`config.mk`:
```
export PLATFORM = sky130hd
export DESIGN_NAME = ddr3_init_seq
export DESIGN_NICKNAME = d
export VERILOG_FILES = /design/src/rtl/ddr3_init_pkg.sv /design/src/rtl/ddr3_init_timer.sv /design/src/rtl/ddr3_init_cs_dec.sv /design/src/rtl/ddr3_init_seq.sv
export SDC_FILE = /design/constraint.sdc
export NUM_CORES = 1
export LEC_CHECK = 0
export ABC_CLOCK_PERIOD_IN_PS = 2600
export BUFFER_PORTS_ARGS = -buffer_cell sky130_fd_sc_hd__buf_2
export CAP_MARGIN = 10
export CORE_MARGIN = 1.5
export CORE_UTILIZATION = 59
export DETAILED_ROUTE_END_ITERATION = 12
export PLACE_DENSITY = 0.8
export SLEW_MARGIN = 10
export SYNTH_ARGS = -nofsm -noshare
export SYNTH_HDL_FRONTEND = slang
export SYNTH_SLANG_ARGS = --single-unit
```
`constraint.sdc`:
```
create_clock -name clk_i -period 2.6 [get_ports clk_i]
set_clock_uncertainty 0.05 [all_clocks]
set_input_delay 0.65 -clock clk_i [delete_from_list [all_inputs] [get_ports clk_i]]
set_output_delay 0.65 -clock clk_i [all_outputs]
set_load 0.005 [all_outputs]
```
`src/rtl/ddr3_init_pkg.sv`:
```
package ddr3_init_pkg;
  typedef enum logic [2:0] {
    OP_NONE = 3'd0,
    OP_MR2  = 3'd1,
    OP_MR3  = 3'd2,
    OP_MR1  = 3'd3,
    OP_MR0  = 3'd4,
    OP_ZQCL = 3'd5
  } op_e;

  typedef enum logic [2:0] {
    ST_IDLE, ST_INIT, ST_RST, ST_CKE, ST_NEXT, ST_CMD, ST_GAP, ST_DONE
  } st_e;

  // step 0..4 within a rank -> opcode
  function automatic op_e step_op(input logic [2:0] step);
    case (step)
      3'd0:    return OP_MR2;
      3'd1:    return OP_MR3;
      3'd2:    return OP_MR1;
      3'd3:    return OP_MR0;
      3'd4:    return OP_ZQCL;
      default: return OP_NONE;
    endcase
  endfunction
endpackage

```
`src/rtl/ddr3_init_timer.sv`:
```
module ddr3_init_timer #(
  parameter int CW = 8
) (
  input  logic          clk_i,
  input  logic          rst_ni,
  input  logic          load_i,
  input  logic [CW-1:0] load_val_i,
  output logic          zero_o
);
  logic [CW-1:0] cnt_q;

  always_ff @(posedge clk_i or negedge rst_ni) begin
    if (!rst_ni)              cnt_q <= '0;
    else if (load_i)          cnt_q <= load_val_i;
    else if (cnt_q != '0)     cnt_q <= cnt_q - 1'b1;
  end

  assign zero_o = (cnt_q == '0);

  assert_timer_step_R6: assert property (@(posedge clk_i) disable iff (!rst_ni)
    (!load_i && cnt_q != '0) |=> (cnt_q == $past(cnt_q) - 1'b1));
endmodule

```
`src/rtl/ddr3_init_cs_dec.sv`:
```
module ddr3_init_cs_dec #(
  parameter int NR = 4,
  parameter int RW = 3
) (
  input  logic          bcast_i,
  input  logic          sel_i,
  input  logic [RW-1:0] rank_i,
  output logic [NR-1:0] cs_n_o
);
  for (genvar i = 0; i < NR; i++) begin : g_cs
    assign cs_n_o[i] = bcast_i ? 1'b0 : !(sel_i && (rank_i == RW'(i)));
  end

  always_comb begin
    assert_bcast_all_R2: assert (!bcast_i || cs_n_o == '0);
  end
endmodule

```
`src/rtl/ddr3_init_seq.sv`:
```
module ddr3_init_seq
  import ddr3_init_pkg::*;
#(
  parameter int NUM_RANKS = 4,
  parameter int T_INIT    = 54000,
  parameter int T_RST     = 134000,
  parameter int T_CKE     = 250,
  parameter int T_MRD     = 4,
  parameter int T_ZQ      = 512,
  localparam int RW       = $clog2(NUM_RANKS + 1)
) (
  input  logic                 clk_i,
  input  logic                 rst_ni,
  input  logic                 start_i,
  input  logic [RW-1:0]        rank_cnt_i,
  input  logic [NUM_RANKS-1:0] skip_rank_i,
  input  logic [NUM_RANKS-1:0] mirror_i,
  input  logic                 skip_delays_i,
  output logic                 reset_n_o,
  output logic                 cke_o,
  output logic [NUM_RANKS-1:0] cs_n_o,
  output logic [3:0]           cmd_o,
  output logic                 cmd_valid_o,
  output logic                 mem_stable_o,
  output logic                 done_o
);
  localparam int T_A   = (T_INIT > T_RST) ? T_INIT : T_RST;
  localparam int T_B   = (T_CKE > T_ZQ) ? T_CKE : T_ZQ;
  localparam int T_C   = (T_A > T_B) ? T_A : T_B;
  localparam int T_MAX = (T_C > T_MRD) ? T_C : T_MRD;
  localparam int CW    = $clog2(T_MAX + 1);

  st_e                  st_q, st_d;
  logic [RW-1:0]        rank_q, rank_d, cnt_q;
  logic [2:0]           step_q, step_d;
  logic [NUM_RANKS-1:0] skip_q, mir_q, skip_sh, mir_sh;
  logic                 fast_q, stable_q, stable_d;
  logic                 idle_like, accept, fast_eff;
  logic                 load, zero;
  logic [CW-1:0]        load_val;
  logic                 bcast, sel;
  op_e                  op;

  assign idle_like = (st_q == ST_IDLE) || (st_q == ST_DONE);
  assign accept    = idle_like && start_i;
  assign fast_eff  = idle_like ? skip_delays_i : fast_q;
  assign skip_sh   = skip_q >> rank_q;
  assign mir_sh    = mir_q >> rank_q;
  assign op        = step_op(step_q);

  function automatic logic [CW-1:0] dly(input int t, input logic fast);
    return fast ? '0 : CW'(t - 1);
  endfunction

  always_comb begin
    st_d     = st_q;
    rank_d   = rank_q;
    step_d   = step_q;
    load     = 1'b0;
    load_val = '0;
    stable_d = stable_q;
    case (st_q)
      ST_IDLE, ST_DONE: if (start_i) begin
        st_d     = ST_INIT;
        load     = 1'b1;
        load_val = dly(T_INIT, fast_eff);
        stable_d = 1'b0;
      end
      ST_INIT: if (zero) begin
        st_d     = ST_RST;
        load     = 1'b1;
        load_val = dly(T_RST, fast_eff);
        stable_d = 1'b1;
      end
      ST_RST: if (zero) begin
        st_d     = ST_CKE;
        load     = 1'b1;
        load_val = dly(T_CKE, fast_eff);
      end
      ST_CKE: if (zero) begin
        st_d   = ST_NEXT;
        rank_d = '0;
      end
      ST_NEXT: begin
        if (rank_q >= cnt_q || rank_q >= RW'(NUM_RANKS)) st_d = ST_DONE;
        else if (skip_sh[0]) rank_d = rank_q + 1'b1;
        else begin
          st_d   = ST_CMD;
          step_d = '0;
        end
      end
      ST_CMD: begin
        st_d     = ST_GAP;
        load     = 1'b1;
        load_val = (op == OP_ZQCL) ? dly(T_ZQ, fast_eff) : dly(T_MRD, fast_eff);
      end
      ST_GAP: if (zero) begin
        if (op == OP_ZQCL) begin
          st_d   = ST_NEXT;
          rank_d = rank_q + 1'b1;
        end else begin
          st_d   = ST_CMD;
          step_d = step_q + 1'b1;
        end
      end
      default: st_d = ST_IDLE;
    endcase
  end

  always_ff @(posedge clk_i or negedge rst_ni) begin
    if (!rst_ni) begin
      st_q     <= ST_IDLE;
      rank_q   <= '0;
      step_q   <= '0;
      cnt_q    <= '0;
      skip_q   <= '0;
      mir_q    <= '0;
      fast_q   <= 1'b0;
      stable_q <= 1'b0;
    end else begin
      st_q     <= st_d;
      rank_q   <= rank_d;
      step_q   <= step_d;
      stable_q <= stable_d;
      if (accept) begin
        cnt_q  <= rank_cnt_i;
        skip_q <= skip_rank_i;
        mir_q  <= mirror_i;
        fast_q <= skip_delays_i;
      end
    end
  end

  ddr3_init_timer #(.CW(CW)) u_timer (
    .clk_i      (clk_i),
    .rst_ni     (rst_ni),
    .load_i     (load),
    .load_val_i (load_val),
    .zero_o     (zero)
  );

  assign bcast = (st_q == ST_INIT) || (st_q == ST_RST) || (st_q == ST_CKE);
  assign sel   = (st_q == ST_CMD) || (st_q == ST_GAP);

  ddr3_init_cs_dec #(.NR(NUM_RANKS), .RW(RW)) u_cs (
    .bcast_i (bcast),
    .sel_i   (sel),
    .rank_i  (rank_q),
    .cs_n_o  (cs_n_o)
  );

  assign reset_n_o    = !((st_q == ST_IDLE) || (st_q == ST_INIT));
  assign cke_o        = reset_n_o && (st_q != ST_RST);
  assign cmd_valid_o  = (st_q == ST_CMD);
  assign cmd_o        = cmd_valid_o ? {(op != OP_ZQCL) && mir_sh[0], op} : 4'd0;
  assign mem_stable_o = stable_q;
  assign done_o       = (st_q == ST_DONE);

  assert_cke_after_reset_R4: assert property (@(posedge clk_i) disable iff (!rst_ni)
    cke_o |-> reset_n_o);
  assert_stable_with_reset_R3: assert property (@(posedge clk_i) disable iff (!rst_ni)
    reset_n_o |-> mem_stable_o);
  assert_strobe_single_R5: assert property (@(posedge clk_i) disable iff (!rst_ni)
    cmd_valid_o |=> !cmd_valid_o);
  assert_one_rank_R5: assert property (@(posedge clk_i) disable iff (!rst_ni)
    cmd_valid_o |-> ($countones(~cs_n_o) == 1));
  assert_cmd_quiet_R11: assert property (@(posedge clk_i) disable iff (!rst_ni)
    !cmd_valid_o |-> (cmd_o == 4'd0));
  assert_done_hold_R10: assert property (@(posedge clk_i) disable iff (!rst_ni)
    (done_o && !start_i) |=> done_o);
  assert_done_quiet_R10: assert property (@(posedge clk_i) disable iff (!rst_ni)
    done_o |-> (!cmd_valid_o && cke_o && reset_n_o));
endmodule

```
==> out/results.tsv <==
stage	metric	value	unit
floorplan	DIE WIDTH	70.2	um
setup_path	crit-path max cell delay	0.60	ns
grt	grt ovf	0	
layout	Area Overhead vs Synth	12.5	%
yosys	Synth Flop Type	dfrtp_1	
yosys	largest family of logic cells by synthesized area	simple AND/OR/NAND/NOR gates	
setup_path	R2R cell count	6	
layout	nets@finish	348	
yosys	syn nets	312	
power_and_ir_drop	sw power	1080	uW
clock_tree	root buf cell	clkbuf_8	
setup_path	crit path buf inv count	2	
grt	initial antenna violation count	0	
clock_tree	TritonCTS Sinks	40	
power_and_ir_drop	Sw Ratio	40.1	%
layout	commonest cells after routing, fill and taps aside	dfrtp_1, buf_2, nand2_1, a21oi_1, nor2_1	
setup_path	CP Launch Type	flip-flop	
floorplan	initial core utilization	61.1	%
timing	final worst setup slack	0.187	ns
yosys	synth warn	0	
timing	worst-margin pin slew	0.884	ns
yosys	Post-synth EDFFs	0	
layout	fillers	337	
layout	commonest non-fill, non-tap cell in the layout	dfrtp_1	
clock_tree	post-CTS sizing	0	
yosys	Yosys reg bits	40	
routing	Final ANT Viol Nets	0	
setup_path	Crit-path slowest cell	dfrtp_1	
timing	RSZ-0062 raised after global routing	no	
floorplan	Die ar.	0.00492	mm^2
clock_tree	clk_lat worst skew	0.30	ns
grt	Tot GR Track Use	27.3	%
timing	period utilization	92.8	%
power_and_ir_drop	VDD IR-drop max	0.444	mV
routing	wirelength, routed	6220	um
yosys	adder-cell area share of the yosys netlist	6.58	%
routing	DR vias	2340	
run_status	run status	completed	
yosys	synthesized area per cell	9.41	um^2
power_and_ir_drop	Flop pwr share	42.2	%
yosys	post-synthesis xor/xnor area fraction	4.28	%
timing	minimum clock period	2.41	ns
timing	FMAX	0.414	GHz
yosys	compound-gate portion of the synthesized area	18.4	%
timing	Slew headroom	41.1	%
clock_tree	total CTS buffers	5	
yosys	sequential cell area fraction in the yosys report	37.6	%
setup_path	CP top delay family	flip-flops	
setup_path	Crit Path Class	reg -> out	
routing	wire per inst	16.8	um
clock_tree	clock-pin slew on the worst setup and hold paths	0.07	ns
grt	vias in the first global route	2197	
floorplan	row cnt	24	
job	Max-Cap Viols	0	
timing	hold_ws	0.423	ns
timing	max-slew violations	0	
timing	setup TNS	0	ns
floorplan	I/O pin cnt	28	
placement	# port buffers	27	
power_and_ir_drop	Clock Power Share	14.6	%
routing	initial DRC count	225	
clock_tree	post-CTS setup buffers	0	
placement	pre-CTS WS	0.384	ns
yosys	Post-Syn Area	0.00266	mm^2
setup_path	ordered cell list for the critical path	clkinv_1 > a21oi_1 > or2_2 > buf_2	
yosys	mux share of post-synthesis cell area	8.83	%
routing	Via density	6.31	
yosys	Netlist cell types	56	
placement	gpl congestion	0.913	
layout	Antenna Cells	0	
floorplan	core outline area	0.00435	mm^2
timing	Setup Viol. Count Final	0	
setup_path	worst reg2reg path startpoint	rank_q[2]	
setup_path	Worst setup EP type	output pin	
routing	DRC violations left	0	
layout	final core occ	68.8	%
yosys	asr flop ratio synth	100	%
power_and_ir_drop	pwr dens	895	mW/mm^2
setup_path	CP Data Arrival Time	1.71	ns
placement	Detailed Place HPWL	4590	um
setup_path	worst-path fanout max	12	
setup_path	worst path required time	1.90	ns
setup_path	reg-to-reg endpoint	rank_q[2]	
power_and_ir_drop	Cell Int Power	1610	uW
grt	largest net degree at the start of global routing	41	
routing	DRT Pass-1 Iters	5	
clock_tree	H-tree depth	2	
power_and_ir_drop	combinational power share	43.1	%
yosys	Synth Instances	283	
layout	share of cells above drive strength 1	24.1	%
yosys	Post-Synth Simple-Gate Area	19.9	%
floorplan	Die Span Y	70.2	um
clock_tree	TritonCTS clock tree	built	
power_and_ir_drop	Leak Pwr	0.00137	uW
grt	first-pass GRT wire length	10600	um
clock_tree	cts hold-fix bufs	0	
worst_hold_path	Worst Hold Class	in -> async	
setup_path	r2r setup slk	0.38	ns
timing	final hold vios	0	
clock_tree	clk buf depth	2	
[synth_stat cells (all sizes together) (3+ instances only)]
cell,n,area share (%)
xor2,6,2.0
o21ai,12,2.3
buf,9,1.7
a31oi,8,2.4
nand2b,5,1.2
xnor2,7,2.3
nand2,20,2.8
nor3,8,1.5
ha,14,6.6
nand3,15,3.0
and2,4,0.94
mux2,13,5.6
clkbuf,5,0.70
o211ai,7,2.0
mux2i,4,1.5
nor4,6,2.0
nand4,5,1.4
or2,5,1.2
a21oi,20,3.8
inv,13,1.8
o21bai,3,0.85
nor2,19,3.0
dfrtp,40,38
o21a,3,0.85
[cell families (layout without fill, tap and decap cells)]
family                     after synthesis  after routing
and+or+nand+nor                         98             98
adders and majority gates               14             14
AOI/OAI and AO/OA                       71             71
muxes                                   19             19
xor gates and xnor gates                13             13
buffers and inverters                   28             64
DFF                                     40             40
[per-layer routing]
| metal | track usage [%] | vias up | share of wire [%] | wire, um |
|---|---|---|---|---|
| li1 | - | 1099 | - | - |
| met1 | 39.3 | 1112 | 45 | 2830 |
| met2 | 41.4 | 109 | 45 | 2810 |
| met3 | 5.05 | 20 | 6.9 | 428 |
| met4 | 10.3 | 0 | 2.5 | 155 |
| met5 | 0 | - | 0 | 0 |
[cell type report]
class	count	area [um^2]	share of cell area (%)
clock buffers	6	72.6	2.42
repair buffers	43	255	8.52
clock inverters	1	5.00	0.167
inverters	14	52.6	1.75
flip-flops and latches	40	1000	33.4
multi-input cells	215	1550	51.6
well taps	52	65.1	2.17
[power by group through the flow]
stage               logic, uW  registers (uW)  clock network, uW
finish                   1160            1130                392
global route             1280            1170                423
CTS                      1150            1130                404
detailed placement       1140            1140                  0
global placement         1100            1120                  0
floorplan                 881            1040                  0
[registers in the layout, indices dropped and copies added (netlist names)]
signal         flops
u_timer.cnt_q     18
fast_q             1
rank_q             3
st_q               3
cnt_q              3
mem_stable_o       1
skip_q             4
mir_q              4
step_q             3
[how the worst max path moves through the flow]
| stage | start | to | slack [ns] | cells past startpoint |
|---|---|---|---|---|
| 2_1_floorplan | rank_q[2] | rank_q[2] | 0.53 | 6 |
| 3_3_place_gp | rank_q[2] | rank_q[2] | 0.45 | 6 |
| 4_1_cts | step_q[0] | cmd_o[3] | 0.07 | 6 |
| 6_report | st_q[2] | cs_n_o[0] | 0.19 | 4 |
| 3_5_place_dp | rank_q[0] | rank_q[2] | 0.38 | 7 |
| 5_1_grt | step_q[0] | cmd_o[3] | 0.05 | 7 |
[per-stage QoR]
| stage | std cells | cell area (um^2) | power, uW |
|---|---|---|---|
| floorplan | 283 | 2660 | 1920 |
| global placement | 364 | 2920 | 2220 |
| detailed placement | 364 | 2920 | 2280 |
| CTS | 371 | 3000 | 2680 |
| global route | 371 | 3000 | 2870 |
| finish | 371 | 3000 | 2680 |
(Power assumes the default switching activity.)
